[src/rtl/ir_pwdec_pkg.sv]
package ir_pwdec_pkg;
   typedef enum logic [1:0] {
      CT_PLEN  = 2'd0,
      CT_PDIST = 2'd1,
      CT_BIPH  = 2'd2,
      CT_PPOS2 = 2'd3
   } code_t;

   typedef enum logic [2:0] {
      ST_IDLE,
      ST_LPULSE,
      ST_LSPACE,
      ST_DPULSE,
      ST_DSPACE,
      ST_FINISH
   } state_t;

   localparam int NWIN   = 6;
   localparam int WIN_LP = 0;
   localparam int WIN_LS = 1;
   localparam int WIN_ZP = 2;
   localparam int WIN_ZS = 3;
   localparam int WIN_OP = 4;
   localparam int WIN_OS = 5;
endpackage

[src/rtl/ir_pwdec_front.sv]
module ir_pwdec_front #(
   parameter int GLITCH_LEN = 2
) (
   input  logic clk,
   input  logic rst_n,
   input  logic ir_in,
   input  logic active_high,
   output logic pulse_start,
   output logic pulse_end
);
   logic [1:0] sync;
   logic       raw;
   logic       clean;
   logic       pulse;
   logic       pulse_q;

   always_ff @(posedge clk or negedge rst_n) begin
      if (!rst_n) sync <= '0;
      else        sync <= {sync[0], ir_in};
   end
   assign raw = sync[1];

   generate
      if (GLITCH_LEN > 0) begin : g_filt
         logic [GLITCH_LEN-1:0] hist;
         logic                  filt;
         always_ff @(posedge clk or negedge rst_n) begin
            if (!rst_n) begin
               hist <= '0;
               filt <= 1'b0;
            end else begin
               hist <= (hist << 1) | GLITCH_LEN'(raw);
               if (raw && (&hist))        filt <= 1'b1;
               else if (!raw && !(|hist)) filt <= 1'b0;
            end
         end
         assign clean = filt;
      end else begin : g_nofilt
         assign clean = raw;
      end
   endgenerate

   assign pulse = (clean == active_high);

   always_ff @(posedge clk or negedge rst_n) begin
      if (!rst_n) pulse_q <= 1'b0;
      else        pulse_q <= pulse;
   end

   assign pulse_start = pulse & ~pulse_q;
   assign pulse_end   = ~pulse & pulse_q;
endmodule

[src/rtl/ir_pwdec_timer.sv]
module ir_pwdec_timer #(
   parameter int TW = 16,
   parameter int PW = 8
) (
   input  logic          clk,
   input  logic          rst_n,
   input  logic          restart,
   input  logic [PW-1:0] prescale,
   output logic [TW-1:0] width
);
   localparam logic [TW-1:0] WMAX = '1;
   logic [PW-1:0] div;

   always_ff @(posedge clk or negedge rst_n) begin
      if (!rst_n) begin
         div   <= '0;
         width <= '0;
      end else if (restart) begin
         if (prescale == '0) begin
            div   <= '0;
            width <= TW'(1);
         end else begin
            div   <= PW'(1);
            width <= '0;
         end
      end else if (div >= prescale) begin
         div <= '0;
         if (width != WMAX) width <= width + 1'b1;
      end else begin
         div <= div + 1'b1;
      end
   end
endmodule

[src/rtl/ir_pwdec_window.sv]
module ir_pwdec_window #(
   parameter int TW = 16
) (
   input  logic [TW-1:0] val,
   input  logic [TW-1:0] lo,
   input  logic [TW-1:0] hi,
   output logic          hit
);
   logic [TW-1:0] hi_eff;
   assign hi_eff = (hi < lo) ? lo : hi;
   assign hit    = (val >= lo) && (val <= hi_eff);
endmodule

[src/rtl/ir_pwdec_pack.sv]
module ir_pwdec_pack #(
   parameter int DATA_W = 64,
   parameter int CW     = 7
) (
   input  logic              clk,
   input  logic              rst_n,
   input  logic              clear,
   input  logic              push,
   input  logic              bit_in,
   input  logic              msb_first,
   input  logic              no_invert,
   output logic [DATA_W-1:0] word,
   output logic [CW-1:0]     count,
   output logic              full
);
   logic b;
   assign b    = no_invert ? bit_in : ~bit_in;
   assign full = (count == CW'(DATA_W));

   always_ff @(posedge clk or negedge rst_n) begin
      if (!rst_n) begin
         word  <= '0;
         count <= '0;
      end else if (clear) begin
         word  <= '0;
         count <= '0;
      end else if (push && !full) begin
         count <= count + 1'b1;
         if (msb_first) word <= {word[DATA_W-2:0], b};
         else           word <= word | (DATA_W'(b) << count);
      end
   end
endmodule

[src/rtl/ir_pwdec.sv]
module ir_pwdec
   import ir_pwdec_pkg::*;
#(
   parameter int DATA_W     = 64,
   parameter int TW         = 16,
   parameter int PW         = 8,
   parameter int GLITCH_LEN = 2,
   localparam int CW        = $clog2(DATA_W + 1)
) (
   input  logic              clk,
   input  logic              rst_n,
   input  logic              ir_in,
   input  logic              enable,
   input  logic [1:0]        code_type,
   input  logic              active_high,
   input  logic              msb_first,
   input  logic              no_invert,
   input  logic [PW-1:0]     prescale,
   input  logic [TW-1:0]     ldr_pulse_min,
   input  logic [TW-1:0]     ldr_pulse_max,
   input  logic [TW-1:0]     ldr_space_min,
   input  logic [TW-1:0]     ldr_space_max,
   input  logic [TW-1:0]     zero_pulse_min,
   input  logic [TW-1:0]     zero_pulse_max,
   input  logic [TW-1:0]     zero_space_min,
   input  logic [TW-1:0]     zero_space_max,
   input  logic [TW-1:0]     one_pulse_min,
   input  logic [TW-1:0]     one_pulse_max,
   input  logic [TW-1:0]     one_space_min,
   input  logic [TW-1:0]     one_space_max,
   input  logic [TW-1:0]     free_time,
   input  logic [CW-1:0]     min_bits,
   input  logic [CW-1:0]     max_bits,
   output logic [DATA_W-1:0] data_out,
   output logic [CW-1:0]     bit_count,
   output logic              valid,
   output logic              error
);
   generate
      if (DATA_W < 2 || DATA_W > 64) begin : g_bad_dw
         $error("ir_pwdec: DATA_W must lie in 2..64");
      end
      if (TW < 4) begin : g_bad_tw
         $error("ir_pwdec: TW must be at least 4");
      end
      if (GLITCH_LEN < 0 || GLITCH_LEN > 8) begin : g_bad_gl
         $error("ir_pwdec: GLITCH_LEN must lie in 0..8");
      end
   endgenerate

   logic                    p_start, p_end;
   logic [TW-1:0]           width;
   logic [TW-1:0]           pw_q;
   logic [NWIN-1:0][TW-1:0] win_val, win_lo, win_hi;
   logic [NWIN-1:0]         hit;
   logic                    zero_hit, one_hit, ft_reached, ct_ok;
   state_t                  state, nxt;
   logic                    push, pbit, clr, fin_ok, abort;
   logic [DATA_W-1:0]       word;
   logic [CW-1:0]           count;
   logic                    full;

   ir_pwdec_front #(.GLITCH_LEN(GLITCH_LEN)) u_front (
      .clk(clk), .rst_n(rst_n), .ir_in(ir_in), .active_high(active_high),
      .pulse_start(p_start), .pulse_end(p_end)
   );

   ir_pwdec_timer #(.TW(TW), .PW(PW)) u_timer (
      .clk(clk), .rst_n(rst_n), .restart(p_start | p_end),
      .prescale(prescale), .width(width)
   );

   always_comb begin
      win_val[WIN_LP] = width;  win_lo[WIN_LP] = ldr_pulse_min;  win_hi[WIN_LP] = ldr_pulse_max;
      win_val[WIN_LS] = width;  win_lo[WIN_LS] = ldr_space_min;  win_hi[WIN_LS] = ldr_space_max;
      win_val[WIN_ZP] = pw_q;   win_lo[WIN_ZP] = zero_pulse_min; win_hi[WIN_ZP] = zero_pulse_max;
      win_val[WIN_ZS] = width;  win_lo[WIN_ZS] = zero_space_min; win_hi[WIN_ZS] = zero_space_max;
      win_val[WIN_OP] = pw_q;   win_lo[WIN_OP] = one_pulse_min;  win_hi[WIN_OP] = one_pulse_max;
      win_val[WIN_OS] = width;  win_lo[WIN_OS] = one_space_min;  win_hi[WIN_OS] = one_space_max;
   end

   generate
      for (genvar gi = 0; gi < NWIN; gi++) begin : g_win
         ir_pwdec_window #(.TW(TW)) u_win (
            .val(win_val[gi]), .lo(win_lo[gi]), .hi(win_hi[gi]), .hit(hit[gi])
         );
      end
   endgenerate

   assign zero_hit   = hit[WIN_ZP] & hit[WIN_ZS];
   assign one_hit    = hit[WIN_OP] & hit[WIN_OS];
   assign ft_reached = (width >= free_time);
   assign ct_ok      = (code_type == CT_PLEN) || (code_type == CT_PDIST);

   ir_pwdec_pack #(.DATA_W(DATA_W), .CW(CW)) u_pack (
      .clk(clk), .rst_n(rst_n), .clear(clr), .push(push), .bit_in(pbit),
      .msb_first(msb_first), .no_invert(no_invert),
      .word(word), .count(count), .full(full)
   );

   always_comb begin
      nxt    = state;
      push   = 1'b0;
      pbit   = 1'b0;
      clr    = 1'b0;
      fin_ok = 1'b0;
      abort  = 1'b0;
      case (state)
         ST_IDLE: if (p_start) nxt = ST_LPULSE;
         ST_LPULSE: begin
            if (p_end) begin
               if (hit[WIN_LP]) nxt = ST_LSPACE;
               else             abort = 1'b1;
            end
         end
         ST_LSPACE: begin
            if (p_start) begin
               if (!hit[WIN_LS] || !ct_ok) abort = 1'b1;
               else begin
                  clr = 1'b1;
                  nxt = ST_DPULSE;
               end
            end else if (ft_reached) begin
               abort = 1'b1;
            end
         end
         ST_DPULSE: if (p_end) nxt = ST_DSPACE;
         ST_DSPACE: begin
            if (p_start) begin
               if ((zero_hit || one_hit) && !full) begin
                  push = 1'b1;
                  pbit = !zero_hit;
                  nxt  = ST_DPULSE;
               end else begin
                  abort = 1'b1;
               end
            end else if (ft_reached) begin
               if (code_type == CT_PLEN) begin
                  if ((hit[WIN_ZP] || hit[WIN_OP]) && !full) begin
                     push = 1'b1;
                     pbit = !hit[WIN_ZP];
                     nxt  = ST_FINISH;
                  end else begin
                     abort = 1'b1;
                  end
               end else begin
                  nxt = ST_FINISH;
               end
            end
         end
         ST_FINISH: begin
            nxt = ST_IDLE;
            if (count >= min_bits && count <= max_bits) fin_ok = 1'b1;
            else                                        abort  = 1'b1;
         end
         default: nxt = ST_IDLE;
      endcase
      if (abort) nxt = ST_IDLE;
      if (!enable) begin
         nxt    = ST_IDLE;
         push   = 1'b0;
         clr    = 1'b0;
         fin_ok = 1'b0;
         abort  = 1'b0;
      end
   end

   always_ff @(posedge clk or negedge rst_n) begin
      if (!rst_n) begin
         state     <= ST_IDLE;
         pw_q      <= '0;
         data_out  <= '0;
         bit_count <= '0;
         valid     <= 1'b0;
         error     <= 1'b0;
      end else begin
         state <= nxt;
         valid <= fin_ok;
         error <= abort;
         if (p_end) pw_q <= width;
         if (fin_ok) begin
            data_out  <= word;
            bit_count <= count;
         end
      end
   end
endmodule

[config.mk]
export PLATFORM = sky130hd
export DESIGN_NAME = ir_pwdec
export DESIGN_NICKNAME = d
export VERILOG_FILES = /design/src/rtl/ir_pwdec_pkg.sv /design/src/rtl/ir_pwdec_front.sv /design/src/rtl/ir_pwdec_timer.sv /design/src/rtl/ir_pwdec_window.sv /design/src/rtl/ir_pwdec_pack.sv /design/src/rtl/ir_pwdec.sv
export SDC_FILE = /design/constraint.sdc
export NUM_CORES = 1
export LEC_CHECK = 0
export ABC_CLOCK_PERIOD_IN_PS = 3700
export BUFFER_PORTS_ARGS = -buffer_cell sky130_fd_sc_hd__buf_2
export CAP_MARGIN = 40
export CORE_MARGIN = 2
export CORE_UTILIZATION = 55
export DETAILED_ROUTE_END_ITERATION = 10
export GPL_TIMING_DRIVEN = 0
export HOLD_SLACK_MARGIN = 0.02
export PLACE_DENSITY_LB_ADDON = 0.05
export SYNTH_ARGS = -nofsm -noshare
export SYNTH_HDL_FRONTEND = slang
export SYNTH_SLANG_ARGS = --single-unit
[constraint.sdc]
create_clock -name clk -period 3.7 [get_ports clk]
set_input_delay 0.555 -clock clk [delete_from_list [all_inputs] [get_ports clk]]
set_output_delay 0.555 -clock clk [all_outputs]
set_load 0.01 [all_outputs]
==> metrics.csv <==
stage;metric;value;unit
run_status;status;finished, violations left;
floorplan;core;30600;um2
worst_setup_path;critPathTopFamily;compound AO/OA/AOI/OAI gates;
final_layout;n_fill_cell;2364;
global_routing;grt_pass1_wl;83000;um
power;p_leak;0.0117;uW
worst_setup_path;endpoint_kind;flop;
global_routing;grt_usage;31.6;%
placement;dp_hpwl;39600;um
power;vdd_drop_max;0.000316;V
worst_setup_path;cp_common_cell;a21o_1;
placement;place_congestion;0.929;
power;p_clk_share;32.8;%
yosys;synth_most_common_cell;ha_1;
floorplan;dieHeight;180;um
route;wl_per_cell;20.2;um
yosys;synthTopCellsByArea;dfrtp_1 (28%), ha_1 (24%), mux2_2 (5.9%);
worst_setup_path;slowest_delay;0.52;ns
power;powerDensity;272;nW/um2
sta;worst_slew_pin_slew;1.16;ns
power;power_frac_comb;28.8;%
global_routing;grt.overflow.total;0;
yosys;synth.distinct_cells;65;
yosys;synthCells;1834;
yosys;ys_ff_latch;193;
clock_network;clk_latency;0.44;ns
run_status;violations;negative setup slack;
clock_network;holdBufCountCts;0;
floorplan;start_util;55.8;%
yosys;synth_area_per_cell;9.30;um2
worst_setup_path;required;3.99;ns
clock_network;htreeDepth;4;
worst_setup_path;critPathLaunchType;input pin;
route;drc;0;
yosys;synth_common_cells;ha_1 (326), dfrtp_1 (193), inv_1 (145), a21oi_1 (121), nand2_1 (111);
sta;fin_worst_skew;0.0120;ns
yosys;yosysTopAreaCell;dfrtp_1;
sta;max_freq;0.198;GHz
placement;dp_cells;2547;
route;via_per_inst;6.07;
sta;setup_ws;-1.35;ns
job;max_cap_violations;0;
yosys;synth_top_area_share;28.3;%
worst_setup_path;crit_slowest_cell;or4_4;
yosys;synth_edf_count;0;
route;vias;15958;
sta;finalMaxSlewViolations;0;
global_routing;grt_start_max_net_pins;107;
floorplan;pin_count;312;
power;p_int;4030;uW
sta;hold_violations;0;
worst_setup_path;cp_max_fo;10;
yosys;yosysWarnings;0;
power;switching_power;1850;uW
global_routing;busiest_layer;met2;
yosys;async_flop_share;100;%
clock_network;cts.sinks;193;
sta;setup_tns;-90.62;ns
yosys;ys.flop_type;dfrtp_1;
power;seqPwrFrac;38.4;%
final_layout;nNetsFinal;2781;
route;detail-route-antenna-nets;0;
floorplan;die_area;32400;um2
global_routing;grt_antenna_before_repair;4;
clock_network;cts_tree;done;
worst_setup_path;cp.arrival;5.34;ns
power;p_total;5880;uW
global_routing;grtUsageMet2;52.3;%
sta;setup_viol;75;
worst_setup_path;path_class;in -> reg;
global_routing;use_met1;41.9;%
sta;finalCritPeriodShare;137;%
clock_network;clk_path_buf_depth;2;
sta;slew_headroom;22.4;%
floorplan;placementRows;64;
route;drt_iter0_markers;1090;
floorplan;die_w;180;um
sta;rsz0062_at_grt;yes;
clock_network;cts_buffers;17;
global_routing;met3_usage;5.30;%
sta;fin_crit;5.05;ns
power;swShare;31.5;%
final_layout;layout-drive-gt1-share;29.4;%
yosys;synth_area;17100;um2
worst_setup_path;crit_buf_inv;6;
yosys;ys_seq_area_share;28.3;%
min_path;hold_path_class;in -> async;
placement;portBuffers;311;
global_routing;grt_pass1_vias;16058;
clock_network;cts-root-buf;clkbuf_16;
route;drtPass1Iterations;5;
yosys;synth_nets;2399;
route;routed_wl;53200;um
final_layout;fin_cells;2628;
clock_network;clk_pin_slew_worst_paths;0.07;ns
final_layout;syn_to_final_growth;26.6;%
==> stage by stage <==
stage	util [%]	hold WS (ns)	instance area, um2	setup WS, ns
finish	70.6	0.0943	21600	-1.35
global route	70.6	0.148	21600	-1.58
CTS	68.6	0.133	21000	-1.22
detailed placement	63.7	0.340	19500	-1.92
global placement	63.5	0.336	19400	-1.90
floorplan	-	0.259	17400	-1.05
==> power by group through the flow <==
| stage | Sequential, uW | Clock [uW] | Combinational, uW |
|---|---|---|---|
| finish | 2260 | 1930 | 1700 |
| global route | 2260 | 2020 | 1920 |
| CTS | 2250 | 1950 | 1630 |
| detailed placement | 2290 | 0 | 1540 |
| global placement | 2290 | 0 | 1470 |
| floorplan | 2250 | 0 | 1030 |
==> cells by family (layout without fill, tap and decap cells) <==
group,count (synthesis),after routing,share of synthesized area (%)
and+or+nand+nor,496,497,15.2
AOI/OAI and AO/OA,411,411,15.4
adders and majority gates,326,326,23.9
buffers and inverters,216,609,5.30
DFF,193,193,28.3
muxes,171,171,10.7
xor gates and xnor gates,21,21,1.19
other,0,4,0
==> placed cells by master, fill, tap and decap left out, drive strengths merged, types with 5 or more instances in the layout <==
master,instances
nand3b,18
nand3,74
and3,23
o2111ai,5
ha,326
inv,148
nand2b,34
clkbuf,53
buf,400
or2,5
and2,11
a221oi,5
nand2,114
o21a,6
a311oi,16
nand4,53
and4,6
xnor2,6
mux2,90
a211oi,18
nor2b,27
o31ai,13
a31oi,26
o21ai,83
nor3,42
mux2i,81
dfrtp,193
a211o,6
a21oi,121
xor2,15
o211ai,25
nor4,8
a21o,57
nor2,69
==> final timing paths <==
check | startpoint | end | slack (ns) | cells past startpoint
max | one_pulse_min[1] | u_pack.word[37] | -1.35 | 25
min | rst_n | pw_q[2] | 0.09 | 1
max reg2reg | u_timer.width[2] | u_pack.word[63] | -0.16 | 11
min reg2reg | u_front.sync[0] | u_front.sync[1] | 0.36 | 0
max in group asynchronous | rst_n | u_pack.word[52] | 2.65 | 2
min in group clk | ir_in | u_front.sync[0] | 0.23 | 1
==> area by class of cell <==
type | count | area [um2] | share of cell area, %
buffer | 68 | 592 | 2.74
timing repair buffer | 365 | 2320 | 10.7
sequential | 193 | 4830 | 22.4
antenna | 4 | 10.0 | 0.0464
tap | 396 | 495 | 2.29
clock buffer | 21 | 460 | 2.13
inverter | 145 | 554 | 2.57
clock inverter | 10 | 148 | 0.684
multi-input combinational | 1426 | 12200 | 56.4
==> routing by layer <==
layer	up-vias	wire length, um
li1	7561	-
met1	7601	22800
met2	657	24900
met3	139	3580
met4	0	1820
met5	-	0
==> registers in the layout (all words and copies together), names as in the netlist <==
signal and cells:
u_front.pulse_q 1, u_timer.width 16, data_out 64, u_front.sync 2, u_pack.count 7, pw_q 16, u_front.clean 1, state 3
u_timer.div 8, bit_count 7, valid 1, error 1, u_front.g_filt.hist 2, u_pack.word 64
==> repair_timing <==
item                                    CTS  global route
gates cloned                              7             5
pin swaps                                37            47
endpoints found under the setup margin   94           121
resized for setup                       117            97
setup buffers                            25            11
No activity file was read; power rests on OpenSTA's default activity.
